==> config.mk <==
export PLATFORM = sky130hd
export DESIGN_NAME = exc_entry_ctrl
export DESIGN_NICKNAME = d
export VERILOG_FILES = /design/src/rtl/exc_pkg.sv /design/src/rtl/exc_arbiter.sv /design/src/rtl/exc_status_reg.sv /design/src/rtl/exc_pc_save.sv /design/src/rtl/exc_entry_ctrl.sv
export SDC_FILE = /design/constraint.sdc
export NUM_CORES = 1
export LEC_CHECK = 0
export ABC_AREA = 1
export BUFFER_PORTS_ARGS = -buffer_cell sky130_fd_sc_hd__buf_4
export CORE_AREA = 2 2 120 122
export CTS_CLUSTER_SIZE = 12
export DETAILED_ROUTE_END_ITERATION = 16
export DIE_AREA = 0 0 122 124
export MAX_ROUTING_LAYER = met4
export PLACE_DENSITY = 0.85
export REMOVE_ABC_BUFFERS = 1
export SETUP_SLACK_MARGIN = 0.02
export SLEW_MARGIN = 20
export SYNTH_ARGS = -nofsm -noshare
export SYNTH_HDL_FRONTEND = slang
export SYNTH_SLANG_ARGS = --single-unit
==> constraint.sdc <==
create_clock -name clk_i -period 1.15 [get_ports clk_i]
set_input_delay 0.0575 -clock clk_i [delete_from_list [all_inputs] [get_ports clk_i]]
set_output_delay 0.0575 -clock clk_i [all_outputs]
set_load 0.01 [all_outputs]
==> src/rtl/exc_pkg.sv <==
package exc_pkg;
  localparam int unsigned IL_W = 4;

  typedef enum logic [1:0] {
    VEC_KERNEL = 2'd0,
    VEC_USER   = 2'd1,
    VEC_DOUBLE = 2'd2,
    VEC_DEBUG  = 2'd3
  } vec_e;

  typedef struct packed {
    logic            um;
    logic            excm;
    logic [IL_W-1:0] il;
  } ps_t;
endpackage

==> src/rtl/exc_arbiter.sv <==
module exc_arbiter
  import exc_pkg::*;
#(
  parameter int unsigned DBG_LEVEL = 6
) (
  input  logic exc_req_i,
  input  logic dbg_req_i,
  input  ps_t  ps_i,
  output logic take_norm_o,
  output logic take_dbg_o,
  output vec_e vec_o
);
  localparam logic [IL_W-1:0] DbgIl = IL_W'(DBG_LEVEL);

  always_comb begin
    take_norm_o = exc_req_i;
    // debug loses to a normal request and is gated by level
    take_dbg_o  = dbg_req_i && !exc_req_i && (ps_i.il < DbgIl);
    if (take_dbg_o)     vec_o = VEC_DEBUG;
    else if (ps_i.excm) vec_o = VEC_DOUBLE;
    else if (ps_i.um)   vec_o = VEC_USER;
    else                vec_o = VEC_KERNEL;
  end
endmodule

==> src/rtl/exc_status_reg.sv <==
module exc_status_reg
  import exc_pkg::*;
#(
  parameter int unsigned XLEN      = 32,
  parameter int unsigned CAUSE_W   = 6,
  parameter int unsigned DCAUSE_W  = 6,
  parameter int unsigned DBG_LEVEL = 6
) (
  input  logic                clk_i,
  input  logic                rst_ni,
  input  logic                take_norm_i,
  input  logic                take_dbg_i,
  input  logic [CAUSE_W-1:0]  cause_i,
  input  logic [DCAUSE_W-1:0] dcause_i,
  input  logic                has_vaddr_i,
  input  logic [XLEN-1:0]     vaddr_i,
  input  logic                ps_wr_i,
  input  ps_t                 ps_wr_val_i,
  output ps_t                 ps_o,
  output logic [CAUSE_W-1:0]  cause_o,
  output logic [DCAUSE_W-1:0] dcause_o,
  output logic [XLEN-1:0]     vaddr_o
);
  localparam logic [IL_W-1:0] DbgIl = IL_W'(DBG_LEVEL);

  ps_t ps_q;

  always_ff @(posedge clk_i or negedge rst_ni) begin
    if (!rst_ni) begin
      ps_q     <= '0;
      cause_o  <= '0;
      dcause_o <= '0;
      vaddr_o  <= '0;
    end else begin
      if (take_norm_i) begin
        ps_q.excm <= 1'b1;
        cause_o   <= cause_i;
        if (has_vaddr_i) vaddr_o <= vaddr_i;
      end else if (take_dbg_i) begin
        ps_q.excm <= 1'b1;
        ps_q.il   <= DbgIl;
        dcause_o  <= dcause_i;
      end else if (ps_wr_i) begin
        ps_q <= ps_wr_val_i;
      end
    end
  end

  assign ps_o = ps_q;
endmodule

==> src/rtl/exc_pc_save.sv <==
module exc_pc_save
  import exc_pkg::*;
#(
  parameter int unsigned XLEN     = 32,
  parameter bit          HAS_DEPC = 1'b1
) (
  input  logic            clk_i,
  input  logic            rst_ni,
  input  logic            take_norm_i,
  input  logic            take_dbg_i,
  input  logic            in_excm_i,
  input  logic [XLEN-1:0] pc_i,
  input  ps_t             ps_i,
  output logic [XLEN-1:0] epc1_o,
  output logic [XLEN-1:0] depc_o,
  output logic [XLEN-1:0] epc_dbg_o,
  output ps_t             eps_dbg_o
);
  logic to_depc;

  generate
    if (HAS_DEPC) begin : g_depc
      logic [XLEN-1:0] depc_q;
      assign to_depc = in_excm_i;
      always_ff @(posedge clk_i or negedge rst_ni) begin
        if (!rst_ni)                      depc_q <= '0;
        else if (take_norm_i && to_depc)  depc_q <= pc_i;
      end
      assign depc_o = depc_q;
    end else begin : g_no_depc
      assign to_depc = 1'b0;
      assign depc_o  = '0;
    end
  endgenerate

  always_ff @(posedge clk_i or negedge rst_ni) begin
    if (!rst_ni) begin
      epc1_o    <= '0;
      epc_dbg_o <= '0;
      eps_dbg_o <= '0;
    end else begin
      if (take_norm_i && !to_depc) epc1_o <= pc_i;
      if (take_dbg_i) begin
        epc_dbg_o <= pc_i;
        eps_dbg_o <= ps_i;
      end
    end
  end
endmodule

==> src/rtl/exc_entry_ctrl.sv <==
module exc_entry_ctrl
  import exc_pkg::*;
#(
  parameter int unsigned XLEN      = 32,
  parameter int unsigned CAUSE_W   = 6,
  parameter int unsigned DCAUSE_W  = 6,
  parameter int unsigned DBG_LEVEL = 6,
  parameter bit          HAS_DEPC  = 1'b1
) (
  input  logic                clk_i,
  input  logic                rst_ni,
  input  logic                exc_req_i,
  input  logic [CAUSE_W-1:0]  exc_cause_i,
  input  logic [XLEN-1:0]     exc_pc_i,
  input  logic                exc_has_vaddr_i,
  input  logic [XLEN-1:0]     exc_vaddr_i,
  input  logic                dbg_req_i,
  input  logic [DCAUSE_W-1:0] dbg_cause_i,
  input  logic                ps_wr_i,
  input  logic                ps_wr_um_i,
  input  logic                ps_wr_excm_i,
  input  logic [IL_W-1:0]     ps_wr_il_i,
  output logic                redirect_o,
  output logic [1:0]          vector_o,
  output logic                ps_um_o,
  output logic                ps_excm_o,
  output logic [IL_W-1:0]     ps_intlevel_o,
  output logic [CAUSE_W-1:0]  cause_o,
  output logic [XLEN-1:0]     vaddr_o,
  output logic [XLEN-1:0]     epc1_o,
  output logic [XLEN-1:0]     depc_o,
  output logic [XLEN-1:0]     epc_dbg_o,
  output logic [IL_W+1:0]     eps_dbg_o,
  output logic [DCAUSE_W-1:0] dbg_cause_o
);
  ps_t  ps;
  ps_t  ps_wr_val;
  ps_t  eps_dbg;
  logic take_norm, take_dbg;
  vec_e vec_sel, vec_q;

  assign ps_wr_val = '{um: ps_wr_um_i, excm: ps_wr_excm_i, il: ps_wr_il_i};

  exc_arbiter #(.DBG_LEVEL(DBG_LEVEL)) u_arb (
    .exc_req_i   (exc_req_i),
    .dbg_req_i   (dbg_req_i),
    .ps_i        (ps),
    .take_norm_o (take_norm),
    .take_dbg_o  (take_dbg),
    .vec_o       (vec_sel)
  );

  exc_status_reg #(
    .XLEN(XLEN), .CAUSE_W(CAUSE_W), .DCAUSE_W(DCAUSE_W), .DBG_LEVEL(DBG_LEVEL)
  ) u_status (
    .clk_i       (clk_i),
    .rst_ni      (rst_ni),
    .take_norm_i (take_norm),
    .take_dbg_i  (take_dbg),
    .cause_i     (exc_cause_i),
    .dcause_i    (dbg_cause_i),
    .has_vaddr_i (exc_has_vaddr_i),
    .vaddr_i     (exc_vaddr_i),
    .ps_wr_i     (ps_wr_i),
    .ps_wr_val_i (ps_wr_val),
    .ps_o        (ps),
    .cause_o     (cause_o),
    .dcause_o    (dbg_cause_o),
    .vaddr_o     (vaddr_o)
  );

  exc_pc_save #(.XLEN(XLEN), .HAS_DEPC(HAS_DEPC)) u_save (
    .clk_i       (clk_i),
    .rst_ni      (rst_ni),
    .take_norm_i (take_norm),
    .take_dbg_i  (take_dbg),
    .in_excm_i   (ps.excm),
    .pc_i        (exc_pc_i),
    .ps_i        (ps),
    .epc1_o      (epc1_o),
    .depc_o      (depc_o),
    .epc_dbg_o   (epc_dbg_o),
    .eps_dbg_o   (eps_dbg)
  );

  always_ff @(posedge clk_i or negedge rst_ni) begin
    if (!rst_ni) begin
      redirect_o <= 1'b0;
      vec_q      <= VEC_KERNEL;
    end else begin
      redirect_o <= take_norm || take_dbg;
      if (take_norm || take_dbg) vec_q <= vec_sel;
    end
  end

  assign vector_o      = vec_q;
  assign ps_um_o       = ps.um;
  assign ps_excm_o     = ps.excm;
  assign ps_intlevel_o = ps.il;
  assign eps_dbg_o     = eps_dbg;
endmodule

=== Word-level counts from Yosys, hierarchy flattened ===
Cells that the tools add are included.

* Bitwise logic cells: 2
* Muxes and demuxes: 6
* Reductions and logical operators: 13
* Magnitude comparators: 1

{| class="wikitable"
|+ Operators by type and width
! operator !! number
|-
| 5-bit 2-to-1 mux || 2
|-
| 2-bit AND reduction || 3
|-
| 1-bit logical AND || 4
|-
| 4-bit by 3-bit < comparator with 1-bit output, second input constant || 1
|-
| 2-bit 2-to-1 mux || 2
|-
| 3-bit AND reduction || 1
|-
| 3-bit nonzero test || 1
|-
| 1-bit zero test || 2
|-
| 1-bit 2-to-1 mux || 2
|-
| 1-bit NOT || 2
|-
| 2-bit nonzero test || 1
|-
| 1-bit logical OR || 1
|}

* Register bits after elaboration: 155

=== Logic depth before layout (Yosys ltp) ===
Gate-level depths: netlist of run 1.

* Depth in word-level cells: 5
* Depth in mapped cells: 7

=== Cells and area by module ===
A second synthesis of run 1 with hierarchy kept.

* Cell total of the unflattened synthesis: 687
* Area, all modules: 6,183.4 sq um

{| class="wikitable"
|+ Modules (own cells, without submodules)
! module !! instances !! cells each !! area an instance (sq um)
|-
| exc_pc_save || 1 || 439 || 4,021.4
|-
| exc_status_reg || 1 || 226 || 1,998.2
|-
| exc_entry_ctrl || 1 || 11 || 110.1
|-
| exc_arbiter || 1 || 11 || 53.8
|}

=== Least setup slack after synthesis of run 1 ===
OpenSTA, ideal clock, no wires.

* Path type: register to register
* From: register u_status.ps_q (netlist bit u_status.ps_o[3])
* To: register u_save.eps_dbg_o[2] (netlist name)
* Setup time: 0.117 ns
* Arrival time: 1.072 ns
* Clock period less this slack: 1.189 ns
* Required time: 1.033 ns
* Stages on the path, launching flop included: 7
* Setup slack: -0.039 ns
* Cell sequence: dfrtp_1 nor2_2 nand3_4 buf_6 buf_4 nand2_1 nand2_1

* Longest elaborated chain between the ends: 2

{| class="wikitable"
|+ Ends and longest elaborated chain
! what !! line !! RTL
|-
| start, declared || exc_status_reg.sv:26 || <nowiki>ps_t ps_q;</nowiki>
|-
| start signal, assigned || exc_status_reg.sv:44 || <nowiki>ps_q <= ps_wr_val_i;</nowiki>
|-
| 4-bit by 3-bit < comparator with 1-bit output || exc_arbiter.sv:18 || <nowiki>take_dbg_o = dbg_req_i && !exc_req_i && (ps_i.il < DbgIl);</nowiki>
|-
| 1-bit logical AND || exc_arbiter.sv:18 ||
|}

No other way between the ends.
A chain may end at the register's enable or synchronous reset.

=== Final worst setup path of run 1 ===
* From: register u_status.ps_q (netlist bit u_status.ps_o[3])
* To: register u_save.epc_dbg_o[5]

* Longest elaborated chain between the ends: 2

{| class="wikitable"
|+ Ends and longest elaborated chain
! what !! line !! RTL
|-
| 4-bit by 3-bit < comparator with 1-bit output || exc_arbiter.sv:18 ||
|-
| 1-bit logical AND || exc_arbiter.sv:18 ||
|-
| end signal, assigned || exc_pc_save.sv:44 || <nowiki>epc_dbg_o <= pc_i;</nowiki>
|-
| end, declared || exc_pc_save.sv:16 || <nowiki>output logic [XLEN-1:0] epc_dbg_o,</nowiki>
|}

No other way between the ends.

==> summary.md, run 1 <==
| Metric | Value |
|---|---|
| Failing checks | `negative setup slack` |
| RePlAce Congestion | `around 0.83` |
| Compound-gate portion of the synthesized area | `0.08579` |
| Crit Path Class | `flop to flop` |
| Crit-path max cell delay | `between 0.4 and 0.5 ns` |
| First-pass GRT wire length | `roughly 27000 um` |
| Mapped Area | `5804 um2` |
| Synth area leaders | `dfrtp_1, nand2_1, o21ai_0, mux2_2, inv_1` |
| Die Footprint | `approximately 15000 um2` |
| Largest family of logic cells by synthesized area | `simple AND/OR/NAND/NOR gates` |
| Crit-path slowest cell | `dfrtp_1` |
| Yosys cell types | `23` |
| P per Cell Area | `1875 nW/um2` |
| CP Data Required Time | `1.48 ns` |
| Maximum clock rate | `~820 MHz` |
| Dpl cells | `944` |
| Setup-failing EPs final | `29` |
| Final Max Slew Viols | `0` |
| Clk sink count | `155` |
| Clock Path Buffers | `2` |
| GRT Overall Usage | `0.2429` |
| Min-Delay Path Class | `input port to async pin` |
| Mux cell area share after synthesis | `0.06381` |
| Worst setup margin | `-0.06459 ns` |
| Synth Area in Simple Gates | `0.1216` |
| Starting Density | `0.4231` |
| Number of H-tree levels | `4` |
| LEAKAGE | `about 5 nW` |
| Max-cap viol count | `0` |
| Post-synth top area cell | `dfrtp_1` |
| DR vias/cell | `4.856` |
| Xor/xnor share of the synthesized area | `0` |
| Number of global-route vias before repair | `5425` |
| Share of layout cells above drive strength 1 | `0.3862` |
| Worst Path Arrival | `1.54 ns` |
| Critical Path Start Type | `flop` |
| Cells along the critical path | `nor2_4 -> nand3_4 -> buf_12 -> o21ai_0` |
| Post-route ant nets | `0` |
| Synthesized flop and latch total | `155` |
| Grt ovf | `0` |
| DRT Wirelength | `18670 um` |
| Setup repair after global routing missed its margin | `true` |
| CP delay by family, top | `flip-flops` |
| WHS | `0.08835 ns` |
| Syn-to-layout area delta | `66.22%` |
| Worst VDD drop | `1.157 mV` |
| Fin util | `0.7032` |
| Die Height | `124 um` |
| Final Hold Vio Count | `0` |
| Final worst path period share | `1.056` |
| Commonest non-fill, non-tap cells in the layout | `buf_4, nand2_1, dfrtp_1, dlygate4sd3_1, o21ai_0` |
| Initial antenna violation count | `1` |
| Worst-Skew Late Latency | `0.43 ns` |
| Worst rel slew slack | `0.8132` |
| Buffers and inverters on the worst path | `1` |
| CTS buffer count | `17` |
| Synth warn | `0` |
| Port Buffers | `approximately 240` |
| Iteration-0 DRC Markers | `363` |
| CP Capture Type | `flop` |
| Max Clock Skew | `between 0.01 and 0.015 ns` |
| Placement row count | `43` |
| Die Wd | `122 um` |
| Nets | `971` |
| Total Power | `roughly 18 mW` |
| Largest net degree at the start of global routing | `53` |
| Mapped Cells | `531` |
| Adder-cell share of the synthesized area | `0` |
| TritonCTS clock tree | `done` |
| Pre-Repair DR Iteration Count | `4` |
| CTS Root Cell | `clkbuf_16` |
| Most common cell after layout, fill and taps aside | `buf_4` |
| Fin Setup TNS | `-0.5111 ns` |
| Seq/Total Area, Yosys | `0.6682` |
| Worst slew pin tran | `about 0.28 ns` |
| DP Wirelength | `10420 um` |
| Syn avg cell area | `10.93 um2` |
| Wire length per cell | `about 17 um` |
| Clk slew on worst S/H paths | `0.07 ns` |
| Non-Filler Instances | `1077` |
| Final Critical Period | `~1.2 ns` |
| Outcome | `complete, but fails checks` |
| Post-route DRC | `0` |
| Crit-path max FO | `51` |
| Share of the synthesized area in the top cell type | `0.6682` |
| I/O pin count | `243` |
| Core Area | `13720 um2` |
| Vias post-DR | `5230` |
## metrics by stage
| stage | setup slack [ns] | cell area [um2] |
|---|---|---|
| 3_3_place_gp | -0.001924 | 7880 |
| 4_1_cts | -0.03089 | 9462 |
| 2_1_floorplan | -0.5835 | 5609 |
| 5_1_grt | -0.1141 | 9648 |
| 6_report | -0.06459 | 9648 |
| 3_5_place_dp | -0.06817 | 7880 |
## report_power, final
| part | switching [mW] | internal (mW) | leakage, nW |
|---|---|---|---|
| clock network | 2.23 | 3.58 | 0.299 |
| logic | 2.29 | 2.60 | 2.73 |
| registers | 0.765 | 6.63 | 1.89 |
## final timing paths
path	startpoint	to	slack (ns)	cells past startpoint
max in group asynchronous	rst_ni	u_status.ps_o[4]	0.53	3
hold / removal	rst_ni	u_save.epc1_o[19]	0.09	2
hold reg to reg	u_save.depc_o[6]	u_save.depc_o[6]	0.48	2
min in group clk_i	exc_req_i	u_save.epc1_o[12]	0.16	4
setup reg to reg	u_status.ps_o[3]	u_save.epc_dbg_o[5]	-0.06	4
setup / recovery	u_status.ps_o[3]	u_save.epc_dbg_o[5]	-0.06	4
## sequential cells by signal, summed over array words and instances (netlist names)
| name | count |
|---|---|
| redirect_o | 1 |
| u_save.eps_dbg_o | 6 |
| u_status.vaddr_o | 32 |
| u_status.dcause_o | 6 |
| u_status.ps_o | 6 |
| u_status.cause_o | 6 |
| u_save.depc_o | 32 |
| vector_o | 2 |
| u_save.epc_dbg_o | 32 |
| u_save.epc1_o | 32 |
## cells in the mapped netlist
cell type and n:
nand3_4 1, mux2_1 2, o21ai_1 11, inv_1 39, nor2_1 1, nand4_1 3
mux2_2 30, nand3b_1 1, nand2_1 161, buf_2 6, inv_4 1, clkbuf_1 7
buf_6 9, dfrtp_1 155, nand2_2 1, nand3_1 6, nand2_4 1, buf_4 5
o211ai_1 1, o21ai_0 87, nor2_2 1, inv_2 1, mux2i_1 1
## repair_timing
action | CTS | global route
setup endpoints to repair | 56 | 85
buffers inserted | 2 | 1
cloned | 0 | 6
gates resized for setup | 16 | 39
hold buffers | 91 | 1
endpoints found under the hold margin | 302 | 1
## layout make-up
type	count	area (um2)
Timing Repair Buffer	360	3142
Sequential cell	155	3880
Inverter	41	161.4
Fill cell	939	4071
Antenna cell	1	2.502
Clock inverter	11	142.6
Tap cell	180	225.2
Multi-Input combinational cell	308	1624
Clock buffer	21	470.5
## worst register-to-register path: stages, from the launching register on
cell and delay, ns:
dfrtp_1 0.41, nor2_4 0.15, nand3_4 0.11, buf_12 0.20, o21ai_0 0.24
## cell families after synthesis
kind of cell           count (synthesis)
flip-flops                           155
AO/OA/AOI/OAI                         99
AND/OR/NAND/NOR                      176
multiplexers                          33
buffers and inverters                 68
## per-layer routing
layer | vias up | global-route usage | wire (um)
met5 | - | - | 0
met4 | 0 | 0.1257 | 694
met3 | 59 | 0.05495 | 995
met2 | 237 | 0.4274 | 9995
met1 | 2508 | 0.2566 | 6981
li1 | 2426 | - | -
No activity file was read; power rests on OpenSTA's default activity.
==> inputs of run 2 (changes only) <==
==> constraint.sdc (replaced) <==
create_clock -name clk_i -period 1.15 [get_ports clk_i]
set_input_delay 0.115 -clock clk_i [delete_from_list [all_inputs] [get_ports clk_i]]
set_output_delay 0.115 -clock clk_i [all_outputs]
set_load 0.01 [all_outputs]
==> summary.md, run 2 (same netlist as run 1, synthesis figures left out) <==
| Metric | Value |
|---|---|
| Crit-path max cell delay | `0.41 ns (about the same)` |
| Largest net degree at the start of global routing | `65 (+23%)` |
| Die Height | `124 um (unchanged)` |
| CTS Root Cell | `clkbuf_16` |
| Grt ovf | `0 (unchanged)` |
| Core Area | `13720 um2 (unchanged)` |
| P per Cell Area | `1879 nW/um2 (+0.26%)` |
| Final Hold Vio Count | `0 (unchanged)` |
| Iteration-0 DRC Markers | `339 (-6.6%)` |
| Port Buffers | `242 (unchanged)` |
| Final Critical Period | `1.183 ns (-0.03141 ns)` |
| Share of layout cells above drive strength 1 | `0.4507 (+0.06458)` |
| Outcome | `complete, but fails checks` |
| Clk slew on worst S/H paths | `0.06 ns (about the same)` |
| Crit Path Class | `flop to output pin` |
| Maximum clock rate | `845.2 MHz (+2.7%)` |
| Worst slew pin tran | `0.3684 ns (+0.08815 ns)` |
| Switching Share | `0.2907 (-0.001067)` |
| Worst rel slew slack | `0.7544 (-0.05877)` |
| Worst Path Arrival | `1.07 ns (-0.47 ns)` |
| Antenna cell count | `0 (-1)` |
| RePlAce Congestion | `0.8439 (+2.2%)` |
| Wire length per cell | `18.26 um (+5.4%)` |
| LEAKAGE | `4.984 nW (+1.3%)` |
| Final worst path period share | `1.029 (-0.02731)` |
| Starting Density | `0.4231 (unchanged)` |
| FILL cells | `907 (-3.4%)` |
| CP Capture Type | `output pin` |
| Pre-CTS WS | `-0.06080 ns (+0.007373 ns)` |
| Worst setup margin | `-0.03318 ns (+0.03141 ns)` |
| Max-cap viol count | `0 (unchanged)` |
| CP dominant cell by count | `buf_6` |
| Fin Setup TNS | `-0.1984 ns (+0.3127 ns)` |
| Clk sink count | `155 (unchanged)` |
| Final Max Slew Viols | `0 (unchanged)` |
| Nets | `959 (-1.2%)` |
| Pre-Repair DR Iteration Count | `4 (unchanged)` |
| CP Depth | `2 (-2)` |
| DP Wirelength | `10970 um (+5.2%)` |
| Syn-to-layout area delta | `69.76%` |
| Buffers and inverters on the worst path | `2 (+1)` |
| Commonest non-fill, non-tap cells in the layout | `buf_4, dfrtp_1, nand2_1, dlygate4sd3_1, o21ai_0` |
| I/O pin count | `243 (unchanged)` |
| Int Pwr | `13.14 mW (+2.5%)` |
| Setup-failing EPs final | `19 (-34%)` |
| Net Sw Power | `5.383 mW (+2.0%)` |
| Total Power | `18.52 mW (+2.4%)` |
| Most common cell after layout, fill and taps aside | `buf_4` |
| Die Wd | `122 um (unchanged)` |
| Storage cell area | `3880 um2 (unchanged)` |
| Power share of the clock group | `0.316 (-0.005)` |
| Reg2Reg Depth | `4 (unchanged)` |
| CTS buffer count | `17 (unchanged)` |
| Initial antenna violation count | `0 (-1)` |
| Vias post-DR | `5275 (+0.86%)` |
| Cells along the critical path | `buf_6 -> buf_6` |
| Worst VDD drop | `1.105 mV (-4.5%)` |
| DRT Wirelength | `19410 um (+4.0%)` |
| Placement row count | `43 (unchanged)` |
| Setup repair after global routing missed its margin | `true` |
| DR vias/cell | `4.962 (+2.2%)` |
| Multi-input gate area | `1854 um2 (+14%)` |
| Min-Delay Path Class | `input port to flop` |
| Number of H-tree levels | `4 (unchanged)` |
| Post-route DRC | `0 (unchanged)` |
| Critical Path Start Type | `flop` |
| Failing checks | `negative setup slack` |
| Max Clock Skew | `0.01173 ns (+0.001057 ns)` |
| WHS Path Cells | `3` |
| Crit-path max FO | `2 (-96%)` |
| Clock Path Buffers | `2 (unchanged)` |
| Power share of the combinational group | `0.278 (+0.008)` |
| Crit-path slowest cell | `dfrtp_1` |
| First-pass GRT wire length | `25300 um (-6.2%)` |
| Die Footprint | `15130 um2 (unchanged)` |
| Worst-Skew Late Latency | `0.41 ns (-0.02 ns)` |
| GRT Overall Usage | `0.2264 (-0.01653)` |
| WHS | `0.007949 ns (-0.08041 ns)` |
| CP delay by family, top | `flip-flops` |
| Register share of total power | `0.406 (-0.003)` |
| TritonCTS clock tree | `done` |
| Number of global-route vias before repair | `5165 (-4.8%)` |
| Post-route ant nets | `0 (unchanged)` |
| CP Data Required Time | `1.03 ns (-0.45 ns)` |
[run 2: cell types whose count changed in the layout (fill, tap and decap cells not counted), moves of 2 or more]
cell / change
nand2_1: -32
dlygate4sd3_1: -18
nand2_2: +18
o21ai_2: +16
nand2_4: +14
o21ai_1: -12
clkbuf_16: +4
o21ai_0: -4
clkbuf_8: +3
buf_12: +2
buf_4: -2
clkinv_2: -2
inv_4: -2
[run 2: power by group through the flow]
stage	Sequential (mW)	Clock [mW]	Combinational (mW)
after floorplan	7.89	0	1.07
after global placement	7.38	0	4.24
after detailed placement	7.42	0	4.40
after CTS	7.36	5.86	4.66
after global routing	7.63	6.14	5.53
final	7.52	5.85	5.15
[run 2: tightest hold or removal path: stages]
cell,delay (ns)
buf_4,0.08
inv_1,0.06
o21ai_2,0.13
[run 2: final timing paths]
path	from	endpoint	slack (ns)
min in group asynchronous	rst_ni	u_save.epc1_o[29]	0.19
worst max-delay path	u_status.ps_o[3]	ps_intlevel_o[3]	-0.03
worst max register to register	u_status.ps_o[1]	u_save.epc_dbg_o[24]	-0.03
worst min register to register	u_status.dcause_o[0]	u_status.dcause_o[0]	0.48
worst min-delay path	exc_pc_i[23]	u_save.epc1_o[23]	0.008
max in group asynchronous	rst_ni	u_status.ps_o[4]	0.44
[run 2: cell type report]
cell class	instances	share of cell area
Clock buffer	25	0.05232
Clock inverter	6	0.01092
Inverter	41	0.01714
Multi-Input combinational cell	309	0.1882
Sequential cell	155	0.3938
Tap cell	180	0.02286
Timing Repair Buffer	347	0.3148
[run 2: per-stage QoR]
stage / std cells / area [um2] / utilization
after global placement: 943 / 7885 / 0.5747
final: 1063 / 9853 / 0.7182
after global routing: 1063 / 9853 / 0.7182
after CTS: 1049 / 9290 / 0.6772
after detailed placement: 943 / 7885 / 0.5747
after floorplan: 504 / 5609 / -
[run 2: repair_timing]
| action | 4_1_cts | 5_1_grt |
|---|---|---|
| setup buffers | 3 | 0 |
| setup endpoints to repair | 58 | 105 |
| hold endpoints to repair | 240 | 2 |
| pin swaps | 1 | 2 |
| cloned | 0 | 13 |
| hold buffers | 72 | 2 |
| resized for setup | 11 | 117 |
[run 2: routing by layer]
layer / share of wire / vias up / GRT usage
li1: - / 2390 / -
met5: 0 / - / -
met2: 0.54 / 213 / 0.3911
met3: 0.044 / 57 / 0.04670
met1: 0.39 / 2615 / 0.2481
met4: 0.033 / 0 / 0.1178
==> inputs of run 3 (changes only) <==
--- a/config.mk
+++ b/config.mk
@@ -15,7 +15,6 @@
 export PLACE_DENSITY = 0.85
 export REMOVE_ABC_BUFFERS = 1
 export SETUP_SLACK_MARGIN = 0.02
-export SLEW_MARGIN = 20
 export SYNTH_ARGS = -nofsm -noshare
 export SYNTH_HDL_FRONTEND = slang
 export SYNTH_SLANG_ARGS = --single-unit
==> constraint.sdc (replaced) <==
create_clock -name clk_i -period 1.15 [get_ports clk_i]
set_input_delay 0.115 -clock clk_i [delete_from_list [all_inputs] [get_ports clk_i]]
set_output_delay 0.115 -clock clk_i [all_outputs]
set_load 0.1 [all_outputs]
==> summary.md, run 3 (same netlist as run 1, synthesis figures left out) <==
| Metric | Value |
|---|---|
| Max-cap viol count | `0 (unchanged)` |
| Critical Path Start Type | `flop` |
| Flop2flop setup slack | `-0.59 ns (-0.56 ns)` |
| Outcome | `complete, but fails checks` |
| CP delay by family, top | `simple AND/OR/NAND/NOR gates` |
| P per Cell Area | `2670 nW/um2 (+42%)` |
| I/O pin count | `243 (unchanged)` |
| Core Area | `13720 um2 (unchanged)` |
| Worst setup margin | `-0.5928 ns (-0.5596 ns)` |
| Total Power | `35.56 mW (+92%)` |
| LEAKAGE | `6.441 nW (+29%)` |
| Worst rel slew slack | `0.7138 (-0.04064)` |
| Power share of the combinational group | `0.569 (+0.291)` |
| Setup-failing EPs final | `251 (+232)` |
| Crit-path slowest cell | `dfrtp_1` |
| WHS Path Cells | `3 (unchanged)` |
| Largest net degree at the start of global routing | `65 (unchanged)` |
| Vias post-DR | `7903 (+50%)` |
| Placement row count | `43 (unchanged)` |
| Cells along the critical path | `nor2_4 -> nand3_4 -> buf_12 -> nand2_1 -> o21ai_0` |
| Final instance area | `13320 um2 (+35%)` |
| Share of layout cells above drive strength 1 | `0.6045 (+0.1538)` |
| Worst slew pin tran | `0.4249 ns (+0.05646 ns)` |
| GRT Overall Usage | `0.3232 (+0.09682)` |
| Commonest non-fill, non-tap cells in the layout | `buf_4, buf_12, dfrtp_1, nand2_1, dlygate4sd3_1` |
| DP Wirelength | `10660 um (-2.8%)` |
| Clk sink count | `155 (unchanged)` |
| Nets | `1090 (+14%)` |
| Reg2Reg Depth | `5 (+1)` |
| Maximum clock rate | `573.8 MHz (-32%)` |
| Worst Path Arrival | `1.99 ns (+0.92 ns)` |
| CTS Root Cell | `clkbuf_16` |
| Pre-CTS WS | `-0.04562 ns (+0.01518 ns)` |
| Hold Crit Start | `exc_pc_i[18]` |
| Reg2reg end | `u_save.epc_dbg_o[12]` |
| RePlAce Congestion | `0.8456 (+0.20%)` |
| Number of H-tree levels | `4 (unchanged)` |
| Initial antenna violation count | `4 (+4)` |
| Starting Density | `0.4231 (unchanged)` |
| Port Buffers | `242 (unchanged)` |
| Max Clock Skew | `0.009985 ns (-0.001743 ns)` |
| Worst r2r src | `u_status.ps_o[3]` |
| DRT Wirelength | `44180 um (+130%)` |
| Switching Share | `0.4960 (+0.2053)` |
| Wire length per cell | `36.81 um (+100%)` |
| Die Height | `124 um (unchanged)` |
| Syn-to-layout area delta | `129.5%` |
| Final Hold Vio Count | `0 (unchanged)` |
| Crit-path max FO | `55 (+53)` |
| Die Footprint | `15130 um2 (unchanged)` |
| Worst-Skew Late Latency | `0.43 ns (+0.02 ns)` |
| Most common cell after layout, fill and taps aside | `buf_4` |
| Int Pwr | `17.92 mW (+36%)` |
| DR vias/cell | `6.586 (+33%)` |
| TritonCTS clock tree | `done` |
| Buffers and inverters on the worst path | `1 (-1)` |
| Post-route DRC | `0 (unchanged)` |
| Net Sw Power | `17.64 mW (+230%)` |
| Final worst path period share | `1.515 (+0.4866)` |
| First-pass GRT wire length | `34960 um (+38%)` |
| Crit-path max cell delay | `0.44 ns (+0.03 ns)` |
| Min-Delay Endpoint | `u_save.depc_o[18]` |
| Post-route ant nets | `0 (unchanged)` |
| Post-Place Cell Area | `7893 um2 (about the same)` |
| Die Wd | `122 um (unchanged)` |
| Power share of the clock group | `0.192 (-0.124)` |
| Pre-Repair DR Iteration Count | `5 (+1)` |
| CP startpoint | `u_status.ps_o[3]` |
| Clk slew on worst S/H paths | `0.08 ns (+0.02 ns)` |
| Crit Path Class | `flop to flop` |
| Failing checks | `negative setup slack` |
| Register share of total power | `0.240 (-0.166)` |
| Iteration-0 DRC Markers | `1276 (+280%)` |
| CP Data Required Time | `1.40 ns (+0.37 ns)` |
| Final Max Slew Viols | `0 (unchanged)` |
| Clock Path Buffers | `2 (unchanged)` |
| Grt ovf | `0 (unchanged)` |
| Min-Delay Path Class | `input port to flop` |
| CTS buffer count | `17 (unchanged)` |
| CP Capture Type | `flop` |
| Setup repair after global routing missed its margin | `true` |
| Number of global-route vias before repair | `6199 (+20%)` |
| Final Critical Period | `1.743 ns (+0.5596 ns)` |
| Worst VDD drop | `2.207 mV (+100%)` |
-- run 3: cell count changes in the layout (fill, tap and decap cells not counted), moves of 5 or more --
cell	before	now
diode_2	0	6
dlygate4sd3_1	73	78
o21ai_0	55	21
buf_12	10	167
nand2_1	122	97
dfrtp_1	154	127
dfrtp_2	1	28
buf_4	244	211
nand2_4	17	41
o21ai_2	17	52
-- run 3: worst max path at each step --
| stage | endpoint | slack [ns] | depth (start not counted) |
|---|---|---|---|
| finish | u_save.epc_dbg_o[12] | -0.59 | 5 |
| global route | u_save.epc_dbg_o[2] | -0.55 | 4 |
| floorplan | u_save.epc1_o[10] | -1.18 | 3 |
| detailed placement | u_save.epc_dbg_o[24] | -0.05 | 5 |
| CTS | u_save.epc_dbg_o[11] | -0.11 | 5 |
| global placement | u_status.dcause_o[1] | 0.01 | 6 |
-- run 3: worst min-delay path, stage by stage --
cell,delay (ns)
buf_4,0.08
inv_1,0.09
o21ai_2,0.16
-- run 3: final cells by class --
type	instances	area, um2
inverter	41	181.4
clock buffer	21	470.5
tap	180	225.2
sequential	155	3914
multi-input combinational	309	2193
timing repair buffer	478	6132
fill	208	400.4
antenna	6	15.01
clock inverter	10	187.7
-- run 3: timing repair --
item,CTS,global route
endpoints found under the hold margin,249,3
hold buffers,77,2
setup buffers,39,82
cloned,0,20
setup endpoints to repair,199,271
gates resized for setup,431,317
-- run 3: power groups by stage --
stage,Sequential [mW],Clock [mW],Combinational [mW]
after floorplan,16.0,0,1.09
after global placement,7.38,0,12.6
after detailed placement,7.42,0,12.7
after CTS,7.92,6.22,16.3
after global routing,8.51,6.92,20.4
final,8.53,6.81,20.2
-- run 3: metal layers --
metal | share of wire | vias to the layer above | track usage
met3 | 0.12 | 562 | 0.08104
met2 | 0.45 | 1039 | 0.5971
li1 | - | 2664 | -
met4 | 0.14 | 0 | 0.1466
met1 | 0.28 | 3638 | 0.3203
met5 | 0 | - | -
-- run 3: per-stage QoR --
stage | std cells | hold slack [ns] | utilization | TNS, ns
2_1_floorplan | 504 | -0.1806 | - | -112.92
3_3_place_gp | 944 | 0.03418 | 0.5753 | 0
3_5_place_dp | 944 | 0.03720 | 0.5753 | -0.8451
4_1_cts | 1091 | 0.001017 | 0.8294 | -2.757
5_1_grt | 1200 | 0.04764 | 0.9708 | -28.56
6_report | 1200 | 0.05784 | 0.9708 | -26.05
